==> src/rtl/fifo_rt_pkg.sv <==
package fifo_rt_pkg;
  // widest address the block supports (1024 words)
  localparam int ADDR_W = 10;

  // strobes issued by the control to the datapath for one clock
  typedef struct packed {
    logic              we;
    logic [ADDR_W-1:0] wAddr;
    logic              re;
    logic [ADDR_W-1:0] rAddr;
  } memCtl_t;
endpackage

==> src/rtl/fifo_rt_sample.sv <==
// Samples active-low strobes once and keeps the previous sample for edge detection.
module fifo_rt_sample #(
  parameter int N = 3
) (
  input  logic         clk,
  input  logic         rstN,
  input  logic [N-1:0] strobeN,
  output logic [N-1:0] nowLvl,
  output logic [N-1:0] prevLvl
);
  for (genvar i = 0; i < N; i++) begin : g_strobe
    always_ff @(posedge clk or negedge rstN) begin
      if (!rstN) begin
        nowLvl[i]  <= 1'b1;
        prevLvl[i] <= 1'b1;
      end else begin
        nowLvl[i]  <= strobeN[i];
        prevLvl[i] <= nowLvl[i];
      end
    end
  end
endmodule

==> src/rtl/fifo_rt_ctrl.sv <==
// Ring positions, strobe acceptance and the three status flags.
module fifo_rt_ctrl
  import fifo_rt_pkg::*;
#(
  parameter int DEPTH = 256
) (
  input  logic    clk,
  input  logic    rstN,
  input  logic    wrFall,
  input  logic    wrRise,
  input  logic    rdFall,
  input  logic    rdRise,
  input  logic    rtFall,
  output memCtl_t ctl,
  output logic    emptyN,
  output logic    halfN,
  output logic    fullN,
  output logic    dValid,
  output logic    strobeErr
);
  localparam int AW = $clog2(DEPTH);
  localparam int PW = AW + 1;
  localparam logic [PW-1:0] FULL_LVL = PW'(DEPTH);
  localparam logic [PW-1:0] HALF_LVL = PW'(DEPTH / 2);

  logic [PW-1:0] wrPtr, rdPtr, wrPtrNx, rdPtrNx, occNx;
  logic wrPend, rdPend, wrPendNx;
  logic wrAcc, rdAcc, wrCommit, rdDone;

  always_comb begin
    wrAcc    = wrFall & fullN;
    rdAcc    = rdFall & emptyN & ~rtFall;
    wrCommit = wrRise & wrPend;
    rdDone   = rdRise & rdPend;
    wrPtrNx  = wrPtr + PW'(wrCommit);
    rdPtrNx  = rtFall ? '0 : rdPtr + PW'(rdAcc);
    wrPendNx = wrAcc | (wrPend & ~wrRise);
    // stored words plus a claimed but not yet written slot
    occNx    = (wrPtrNx - rdPtrNx) + PW'(wrPendNx);
  end

  always_comb begin
    ctl.we    = wrCommit;
    ctl.wAddr = ADDR_W'(wrPtr[AW-1:0]);
    ctl.re    = rdAcc;
    ctl.rAddr = ADDR_W'(rdPtr[AW-1:0]);
  end

  always_ff @(posedge clk or negedge rstN) begin
    if (!rstN) begin
      wrPtr     <= '0;
      rdPtr     <= '0;
      wrPend    <= 1'b0;
      rdPend    <= 1'b0;
      emptyN    <= 1'b0;
      halfN     <= 1'b1;
      fullN     <= 1'b1;
      strobeErr <= 1'b0;
    end else begin
      wrPtr  <= wrPtrNx;
      rdPtr  <= rdPtrNx;
      wrPend <= wrPendNx;
      rdPend <= rdAcc | (rdPend & ~rdRise);
      emptyN <= (wrPtrNx != rdPtrNx);
      if (rtFall) begin
        fullN <= (occNx != FULL_LVL);
        halfN <= !(occNx > HALF_LVL);
      end else begin
        if (wrAcc && occNx == FULL_LVL) fullN <= 1'b0;
        else if (rdDone)                fullN <= 1'b1;
        if (wrAcc && occNx > HALF_LVL)        halfN <= 1'b0;
        else if (rdDone && occNx <= HALF_LVL) halfN <= 1'b1;
      end
      if ((wrFall & ~fullN) | (rdFall & ~emptyN & ~rtFall)) strobeErr <= 1'b1;
    end
  end

  assign dValid = rdPend;
endmodule

==> src/rtl/fifo_rt_data.sv <==
// Word storage, write-data sampling and the registered read port.
module fifo_rt_data
  import fifo_rt_pkg::*;
#(
  parameter int DEPTH = 256,
  parameter int WIDTH = 9
) (
  input  logic             clk,
  input  logic             rstN,
  input  logic [WIDTH-1:0] dIn,
  input  memCtl_t          ctl,
  output logic [WIDTH-1:0] dOut
);
  localparam int AW = $clog2(DEPTH);

  logic [WIDTH-1:0] store [DEPTH];
  logic [WIDTH-1:0] dSamp;
  logic [AW-1:0]    wIdx, rIdx;
  logic             unusedAddr;

  assign wIdx       = ctl.wAddr[AW-1:0];
  assign rIdx       = ctl.rAddr[AW-1:0];
  assign unusedAddr = ^{ctl.wAddr, ctl.rAddr};

  // sampled in the same clock as the strobes, so data lines up with wrN
  always_ff @(posedge clk or negedge rstN) begin
    if (!rstN) dSamp <= '0;
    else       dSamp <= dIn;
  end

  always_ff @(posedge clk) begin
    if (ctl.we) store[wIdx] <= dSamp;
  end

  always_ff @(posedge clk or negedge rstN) begin
    if (!rstN)       dOut <= '0;
    else if (ctl.re) dOut <= store[rIdx];
  end
endmodule

==> src/rtl/fifo_rt.sv <==
module fifo_rt
  import fifo_rt_pkg::*;
#(
  parameter int DEPTH = 256,
  parameter int WIDTH = 9
) (
  input  logic             clk,
  input  logic             rstN,
  input  logic             wrN,
  input  logic             rdN,
  input  logic             rtN,
  input  logic [WIDTH-1:0] dIn,
  output logic [WIDTH-1:0] dOut,
  output logic             dValid,
  output logic             emptyN,
  output logic             halfN,
  output logic             fullN,
  output logic             strobeErr
);
  localparam int N_STROBE = 3;
  localparam int S_WR = 0;
  localparam int S_RD = 1;
  localparam int S_RT = 2;

  logic [N_STROBE-1:0] nowLvl, prevLvl, fallV, riseV;
  memCtl_t ctl;

  fifo_rt_sample #(.N(N_STROBE)) u_sample (
    .clk(clk), .rstN(rstN), .strobeN({rtN, rdN, wrN}),
    .nowLvl(nowLvl), .prevLvl(prevLvl)
  );

  assign fallV = prevLvl & ~nowLvl;
  assign riseV = ~prevLvl & nowLvl;

  fifo_rt_ctrl #(.DEPTH(DEPTH)) u_ctrl (
    .clk(clk), .rstN(rstN),
    .wrFall(fallV[S_WR]), .wrRise(riseV[S_WR]),
    .rdFall(fallV[S_RD]), .rdRise(riseV[S_RD]),
    .rtFall(fallV[S_RT]),
    .ctl(ctl), .emptyN(emptyN), .halfN(halfN), .fullN(fullN),
    .dValid(dValid), .strobeErr(strobeErr)
  );

  fifo_rt_data #(.DEPTH(DEPTH), .WIDTH(WIDTH)) u_data (
    .clk(clk), .rstN(rstN), .dIn(dIn), .ctl(ctl), .dOut(dOut)
  );

  logic unusedRtRise;
  assign unusedRtRise = riseV[S_RT];
endmodule

==> config.mk <==
export PLATFORM = sky130hd
export DESIGN_NAME = fifo_rt
export DESIGN_NICKNAME = d
export VERILOG_FILES = /design/src/rtl/fifo_rt_pkg.sv /design/src/rtl/fifo_rt_sample.sv /design/src/rtl/fifo_rt_ctrl.sv /design/src/rtl/fifo_rt_data.sv /design/src/rtl/fifo_rt.sv
export SDC_FILE = /design/constraint.sdc
export NUM_CORES = 2
export LEC_CHECK = 0
export CORE_MARGIN = 3
export CORE_UTILIZATION = 63
export CTS_CLUSTER_SIZE = 24
export DETAILED_ROUTE_END_ITERATION = 12
export PLACE_DENSITY = 0.84
export SYNTH_ARGS = -nofsm -noshare
export SYNTH_HDL_FRONTEND = slang
export SYNTH_SLANG_ARGS = --single-unit
export TNS_END_PERCENT = 5
==> constraint.sdc <==
create_clock -name clk -period 4.87 [get_ports clk]
set_clock_uncertainty 0.2 [all_clocks]
set_input_delay 0.7305 -clock clk [delete_from_list [all_inputs] [get_ports clk]]
set_output_delay 0.7305 -clock clk [all_outputs]
set_load 0.01 [all_outputs]
=== Word-level counts from Yosys, hierarchy flattened ===
Memory sizes are Yosys's and may differ from the RTL's. A register that Yosys moved wholly into a read port is not among the register bits.
Index checks and enable logic that the tools add are counted.

* Bitwise gates (word level): 22
* Equality and inequality tests: 3
* Reduce and logical (&&, ||, !) cells: 7
* Shifts and indexed selects: 0
* Multiply operators: 0
* Div/mod/pow operators: 0
* Multiplexer cells: 9
* Order comparisons: 2
* Add/sub/neg operators: 4

{| class="wikitable"
|+ Operator list
! cell !! number
|-
| $add A9 B1 Y9 || 3
|-
| $and A1 B1 Y1 || 10
|-
| $eq A9 B9 Y1 const B || 1
|-
| $gt A9 B8 Y1 const B || 1
|-
| $le A9 B8 Y1 const B || 1
|-
| $mux W9 || 1
|-
| $ne A9 B9 Y1 || 1
|-
| $ne A9 B9 Y1 const B || 1
|-
| $sub A9 B9 Y9 || 1
|-
| $mux W1 || 8
|-
| $reduce_bool A3 Y1 || 2
|-
| $not A1 Y1 || 5
|-
| $and A3 B3 Y3 || 1
|-
| $logic_and A1 B1 Y1 || 3
|-
| $not A3 Y3 || 1
|-
| $or A1 B1 Y1 || 3
|-
| $and A2 B2 Y2 || 1
|-
| $logic_not A1 Y1 || 2
|-
| $not A2 Y2 || 1
|}

* Bits in latches: 0
* Memories: 1
* Input bits: 14
* Output and inout bits: 14
* Word-level logic and storage cells: 63
* Bits in registers: 39
* ROM bits: 0
* Memory bits (writable): 2304

{| class="wikitable"
|+ Memory list
! memory !! words !! bits a word !! rd ports !! clocked after memory_dff !! wr ports !! RTL line !! RTL
|-
| u_data.store || 256 || 9 || 1 || 1 || 1 || fifo_rt_data.sv:16 || <nowiki>logic [WIDTH-1:0] store [DEPTH];</nowiki>
|}

=== Logic depth before layout (Yosys ltp) ===
* Depth in word-level cells: 13
* Gate-level depth with buffers: 19
* Gate-level depth less buffers: 18

=== By module ===
From an unflattened synthesis, not the netlist that was laid out.

* Cells, all modules: 4460
* Area total of the unflattened synthesis: 92125.9 um2

{| class="wikitable"
|+ By module, submodules not included
! module !! sequential area each (um2) !! times used !! area an instance (um2) !! cells each
|-
| fifo_rt_data || 69636.8 || 1 || 90072.6 || 4255
|-
| fifo_rt_ctrl || 603.1 || 1 || 1854.3 || 194
|-
| fifo_rt_sample || 157.7 || 1 || 157.7 || 6
|-
| fifo_rt || 0.0 || 1 || 41.3 || 5
|}

=== Worst setup path before layout ===
Ideal clock, no wire load.

* Path kind: reg2reg
* Start: register u_sample.nowLvl[2]
* End: register u_ctrl.halfN
* Stages on the path, launching flop included: 17
* Clock period less this slack: 4467 ps
* Arrival: 4208 ps
* Path buffers: 1
* Path slack: 403 ps
* Library setup time: 59 ps
* Data required time: 4611 ps
* Cell sequence: dfstp_2 > nand2b_1 > nand4_1 > inv_1 > clkbuf_1 > ha_1 > ha_1 > nand3_1 > xnor2_1 > or2_2 > ha_1 > ha_1 > nor2b_1 > or4_1 > a211o_1 > a221oi_1 > a21o_1

* Longest elaborated chain between the ends: 12
* Elaborated cells on any way between the ends: 16
* Classes of those cells: 3 x add/sub; 2 x order compare; 3 x mux; 4 x bitwise; 4 x reduce/logical

{| class="wikitable"
|+ RTL lines
! what !! RTL line !! RTL
|-
| start, declared || fifo_rt_sample.sv:8 || <nowiki>output logic [N-1:0] nowLvl,</nowiki>
|-
| start signal, assigned by index || fifo_rt_sample.sv:17 || <nowiki>nowLvl[i] <= strobeN[i];</nowiki>
|-
| $not A3 Y3 (*) || fifo_rt.sv:33 || <nowiki>assign fallV = prevLvl & ~nowLvl;</nowiki>
|-
| $and A3 B3 Y3 (*) || fifo_rt.sv:33 ||
|-
| $not A1 Y1 || fifo_rt_ctrl.sv:32 || <nowiki>rdAcc = rdFall & emptyN & ~rtFall;</nowiki>
|-
| $and A1 B1 Y1 || fifo_rt_ctrl.sv:32 ||
|-
| $add A9 B1 Y9 || fifo_rt_ctrl.sv:36 || <nowiki>rdPtrNx = rtFall ? '0 : rdPtr + PW'(rdAcc);</nowiki>
|-
| $mux W9 || fifo_rt_ctrl.sv:36 ||
|-
| $sub A9 B9 Y9 || fifo_rt_ctrl.sv:39 || <nowiki>occNx = (wrPtrNx - rdPtrNx) + PW'(wrPendNx);</nowiki>
|-
| $add A9 B1 Y9 || fifo_rt_ctrl.sv:39 ||
|-
| $gt A9 B8 Y1 || fifo_rt_ctrl.sv:67, fifo_rt_ctrl.sv:71 ||
|-
| $logic_and A1 B1 Y1 || fifo_rt_ctrl.sv:71 || <nowiki>if (wrAcc && occNx > HALF_LVL) halfN <= 1'b0;</nowiki>
|-
| $mux W1 || fifo_rt_ctrl.sv:71 ||
|-
| $mux W1 || fifo_rt_ctrl.sv:65 || <nowiki>if (rtFall) begin</nowiki>
|-
| end signal, assigned || fifo_rt_ctrl.sv:67 || <nowiki>halfN <= !(occNx > HALF_LVL);</nowiki>
|-
| end, declared || fifo_rt_ctrl.sv:16 || <nowiki>output logic halfN,</nowiki>
|}

Mark *: on every way between the ends. The rest lies on a longest branch, timed or not.
A chain may end at the register's enable or synchronous reset.

==> run summary <==
The flow ran to the end, but the final reports show violations. The checks that failed: slew limit. The most used flip-flop cell after synthesis was sky130_fd_sc_hd__edfxtp_1. The top-level I/O count was 28; the clock-pin slew reported for the worst setup and hold paths after clock tree synthesis was 0.06 ns. The routed layout has 50.53k vias. The number of antenna violations at the first check in global routing was 24; the final count of pins violating max slew was 16. The number of flip-flops and latches in the synthesized netlist was 2,352.

For this run, the number of Yosys warnings is 0. Floorplan die width: 389.2 µm. Dividing the detail-routed via count by the number of cells gives 7.480.

At the pin with the least slew margin, the transition time is 1.505 ns. The floorplan has 139 rows. The floorplan step defined a die boundary enclosing 151,500 µm². The tree is rooted in a sky130_fd_sc_hd__clkbuf_16.

For the number of clock buffers inserted by TritonCTS, the log shows 212. Most common library cell in the layout ignoring fill and taps: sky130_fd_sc_hd__edfxtp_1. The slowest stage of the critical path belongs to the cell sky130_fd_sc_hd__o311ai_0. The type of the most critical hold path is input pin to register. Setup repair after global routing left no endpoint under its margin.

Excluding fillers, the count of instances in the completed layout stands at 6,756. The logs give 48.3% for the fraction of power consumed by sequential logic and 2,352 for the number of sinks on the clock net. After synthesis the cells add up to 92,500 µm². The top cell types in the final layout, fill and taps aside, are sky130_fd_sc_hd__edfxtp_1, sky130_fd_sc_hd__mux4_2, sky130_fd_sc_hd__nor2_1.

Across the run, the number of max-cap violations was 0. The first TritonRoute pass finished after 8 iterations. The core region is 144,700 µm².

The final antenna-violating net count is 0, and the initial DRC count is 8,852. The worst setup path is captured at a register. Number of distinct library cell variants in the gate-level netlist after synthesis: 75.

On the worst path, the slowest cell contributes a delay of 1.13 ns. The congestion estimate from routability-driven global placement came to 0.9328. The via count of the first global-routing pass came out at 49.80k. The die boundary height came out at 389.2 µm. The power density of the placed cells is 460.7 nW/µm². In the final layout, the share of cells above drive strength 1 is 19.93%. The run gives 6,350 as the cell total after placement. The maximum fanout along the worst path came out at 58.

TritonCTS built the clock tree. The run gives 4,513 as the synthesized instance count. Synthesis produced a netlist with a net count of 4,548. The clock tree synthesis step divided the H-tree into 4 levels. The required time at the worst-slack endpoint is 5.43 ns, and the area growth from synthesis to final layout is 10.17%. For this run, the register share of the synthesized area comes to 76.11%.

The tools report the pin count of the biggest net entering global routing as 212. The total overflow reported by the global router was 0; the share of async-settable or async-resettable flops after synthesis was 2.041%. The latest clock arrival within the worst-skew pair is 0.88 ns.

The switching part of the total came out at 25.83%. After legalization and detailed placement, the total HPWL measured 141.6 mm. Global routing used 33.70% of the available tracks. The tools report the worst-case clock buffer depth as 3. The data arrival time of the worst path is 5.11 ns, and the count of final hold-check violations is 0. The portion of the clock cycle consumed by the worst path in the final layout came out at 93.52%. The internal portion of the total power is 34.82 mW. Overall power consumption after layout is estimated at 46.95 mW. For this design the total switching power over the nets is 12.13 mW. The final layout contains routed wiring with a total length of 253.0 mm.

Adding up every negative setup slack in the final design gives 0 ns. The clock network is responsible for 35.0% of the overall power. STA classifies the critical path startpoint as a register. Timing analysis after detailed placement gives a worst setup slack of 0.6835 ns.

The signal on the critical path passes through buf_12 -> buf_12 -> mux2i_1 -> o221ai_1 -> a21oi_1 -> o311ai_0 -> a311oi_1 -> a311oi_1. By startpoint and endpoint, the worst setup path is classified as register to register. The worst path meets setup with 0.3155 ns of slack. The tightest slew margin relative to the limit came out at -0.3639%.

The routed length per instance came out at 37.45 µm. The number of flops mapped to enable cells by yosys is 2,304, and the wire length of the first global-routing pass is 361.5 mm. In the final design database the tool counted 4,697 nets. The worst path needs 4.555 ns of the cycle, external delays included. The logs give 0 for the total setup violations reported at the end of the flow and 16.7% for the share of total power in combinational logic.

The starting density of the core was 63.92%; the quantity of I/O buffers inserted on ports was 27. For the timing-limited maximum frequency, the log shows 219.6 MHz. For this design the static power due to leakage is 31.50 nW.

The peak supply drop came out at 569.1 µV. The run gives 0 as the detailed-route DRC error count. A synthesized cell averages 20.50 µm².

The post-cts gate resize count was 0.
metal layers:
metal	global-route usage (%)	up-vias	part of all wire, %
li1	-	19056	-
met1	43.90	25303	32
met2	51.03	5126	46
met3	11.14	1035	15
met4	18.38	14	6.7
met5	0	-	0.033
Yosys cell counts (9+ instances only):
cell	instances	share of area (%)
sky130_fd_sc_hd__nor2b_1	18	0.12
sky130_fd_sc_hd__nor2_1	316	1.3
sky130_fd_sc_hd__buf_1	20	0.081
sky130_fd_sc_hd__mux2i_1	299	3.2
sky130_fd_sc_hd__a22oi_1	68	0.55
sky130_fd_sc_hd__a21oi_1	77	0.42
sky130_fd_sc_hd__mux4_1	36	1.0
sky130_fd_sc_hd__buf_12	13	0.28
sky130_fd_sc_hd__nand2_1	92	0.37
sky130_fd_sc_hd__a22o_1	22	0.21
sky130_fd_sc_hd__inv_1	24	0.097
sky130_fd_sc_hd__ha_1	20	0.27
sky130_fd_sc_hd__buf_4	12	0.097
sky130_fd_sc_hd__or3_1	9	0.061
sky130_fd_sc_hd__mux4_2	426	10
sky130_fd_sc_hd__a211oi_1	20	0.16
sky130_fd_sc_hd__o22ai_1	39	0.26
sky130_fd_sc_hd__a221oi_1	42	0.40
sky130_fd_sc_hd__buf_2	61	0.33
sky130_fd_sc_hd__a221o_1	13	0.14
sky130_fd_sc_hd__dfrtp_1	40	1.1
sky130_fd_sc_hd__mux2_2	13	0.16
sky130_fd_sc_hd__buf_6	39	0.47
sky130_fd_sc_hd__o221ai_1	43	0.41
sky130_fd_sc_hd__nand3_1	49	0.27
sky130_fd_sc_hd__clkbuf_1	105	0.43
sky130_fd_sc_hd__xnor2_1	12	0.11
sky130_fd_sc_hd__nor3_1	25	0.14
sky130_fd_sc_hd__nand4_1	20	0.14
sky130_fd_sc_hd__a31oi_1	20	0.14
sky130_fd_sc_hd__buf_8	23	0.37
sky130_fd_sc_hd__o21ai_0	39	0.21
sky130_fd_sc_hd__o211ai_1	19	0.15
sky130_fd_sc_hd__edfxtp_1	2304	75
cells by family after synthesis:
group           synth area share [%]
flops                          76.11
mux                            14.79
simple gates                   2.682
compound gates                 3.748
buf+inv                        2.175
fa+ha+maj                     0.2922
xor+xnor                      0.2043
worst max-delay path, delay by kind of cell (launching register included):
family	cells	cell delay, ns
flops	1	0.80
buf+inv	2	0.77
compound gates	5	2.46
mux	1	0.18
per-stage QoR:
| stage | cell area, µm² | utilization, % | hold WS [ns] |
|---|---|---|---|
| 5_1_grt | 101900 | 70.40 | 0.08209 |
| 3_5_place_dp | 95130 | 65.74 | 0.1651 |
| 4_1_cts | 101900 | 70.40 | 0.06160 |
| 2_1_floorplan | 92500 | - | 0.1581 |
| 3_3_place_gp | 95130 | 65.74 | 0.1619 |
| 6_report | 101900 | 70.42 | 0.09849 |
state kept, by name (all words and copies together), names as in the netlist, 3 cells and up:
name / cells
u_ctrl.rdPtr: 9
u_data.store: 2304
u_data.dSamp: 9
u_sample.nowLvl: 3
u_data.dOut: 9
u_ctrl.wrPtr: 9
u_sample.prevLvl: 3
power groups by stage:
stage / clock network (mW) / registers [mW] / logic (mW)
finish: 16.4 / 22.7 / 7.86
global route: 17.2 / 22.7 / 8.09
CTS: 16.4 / 22.7 / 7.71
detailed placement: 0 / 23.1 / 7.52
global placement: 0 / 23.1 / 7.37
floorplan: 0 / 23.0 / 5.65
final timing paths:
check	start	end	slack, ns	depth (start not counted)
max in group asynchronous	rstN	u_ctrl.rdPtr[3]$_DFF_PN0_	3.55	3
max	u_ctrl.rdPtr[0]$_DFF_PN0_	u_data.dOut[8]$_DFFE_PN0N_	0.32	8
min reg2reg	u_sample.nowLvl[0]$_DFF_PN1_	u_sample.prevLvl[0]$_DFF_PN1_	0.17	0
min in group asynchronous	rstN	u_data.dSamp[0]$_DFF_PN0_	0.34	3
min	dIn[8]	u_data.dSamp[8]$_DFF_PN0_	0.1	1
max reg2reg	u_ctrl.rdPtr[0]$_DFF_PN0_	u_data.dOut[8]$_DFFE_PN0N_	0.32	8
final cells by class:
type	instances	area (µm²)
sequential	2352	70450
fill	7894	42800
multi-input combinational	1861	20140
clock buffer	261	5584
tap	1903	2381
timing repair buffer	209	2059
clock inverter	133	1151
inverter	26	102.6
antenna	11	27.53
timing repair:
action / in CTS / in global routing
hold buffers: 1 / 0
buffers inserted: 0 / 0
endpoints found under the hold margin: 40 / 0
(Power assumes the default switching activity.)
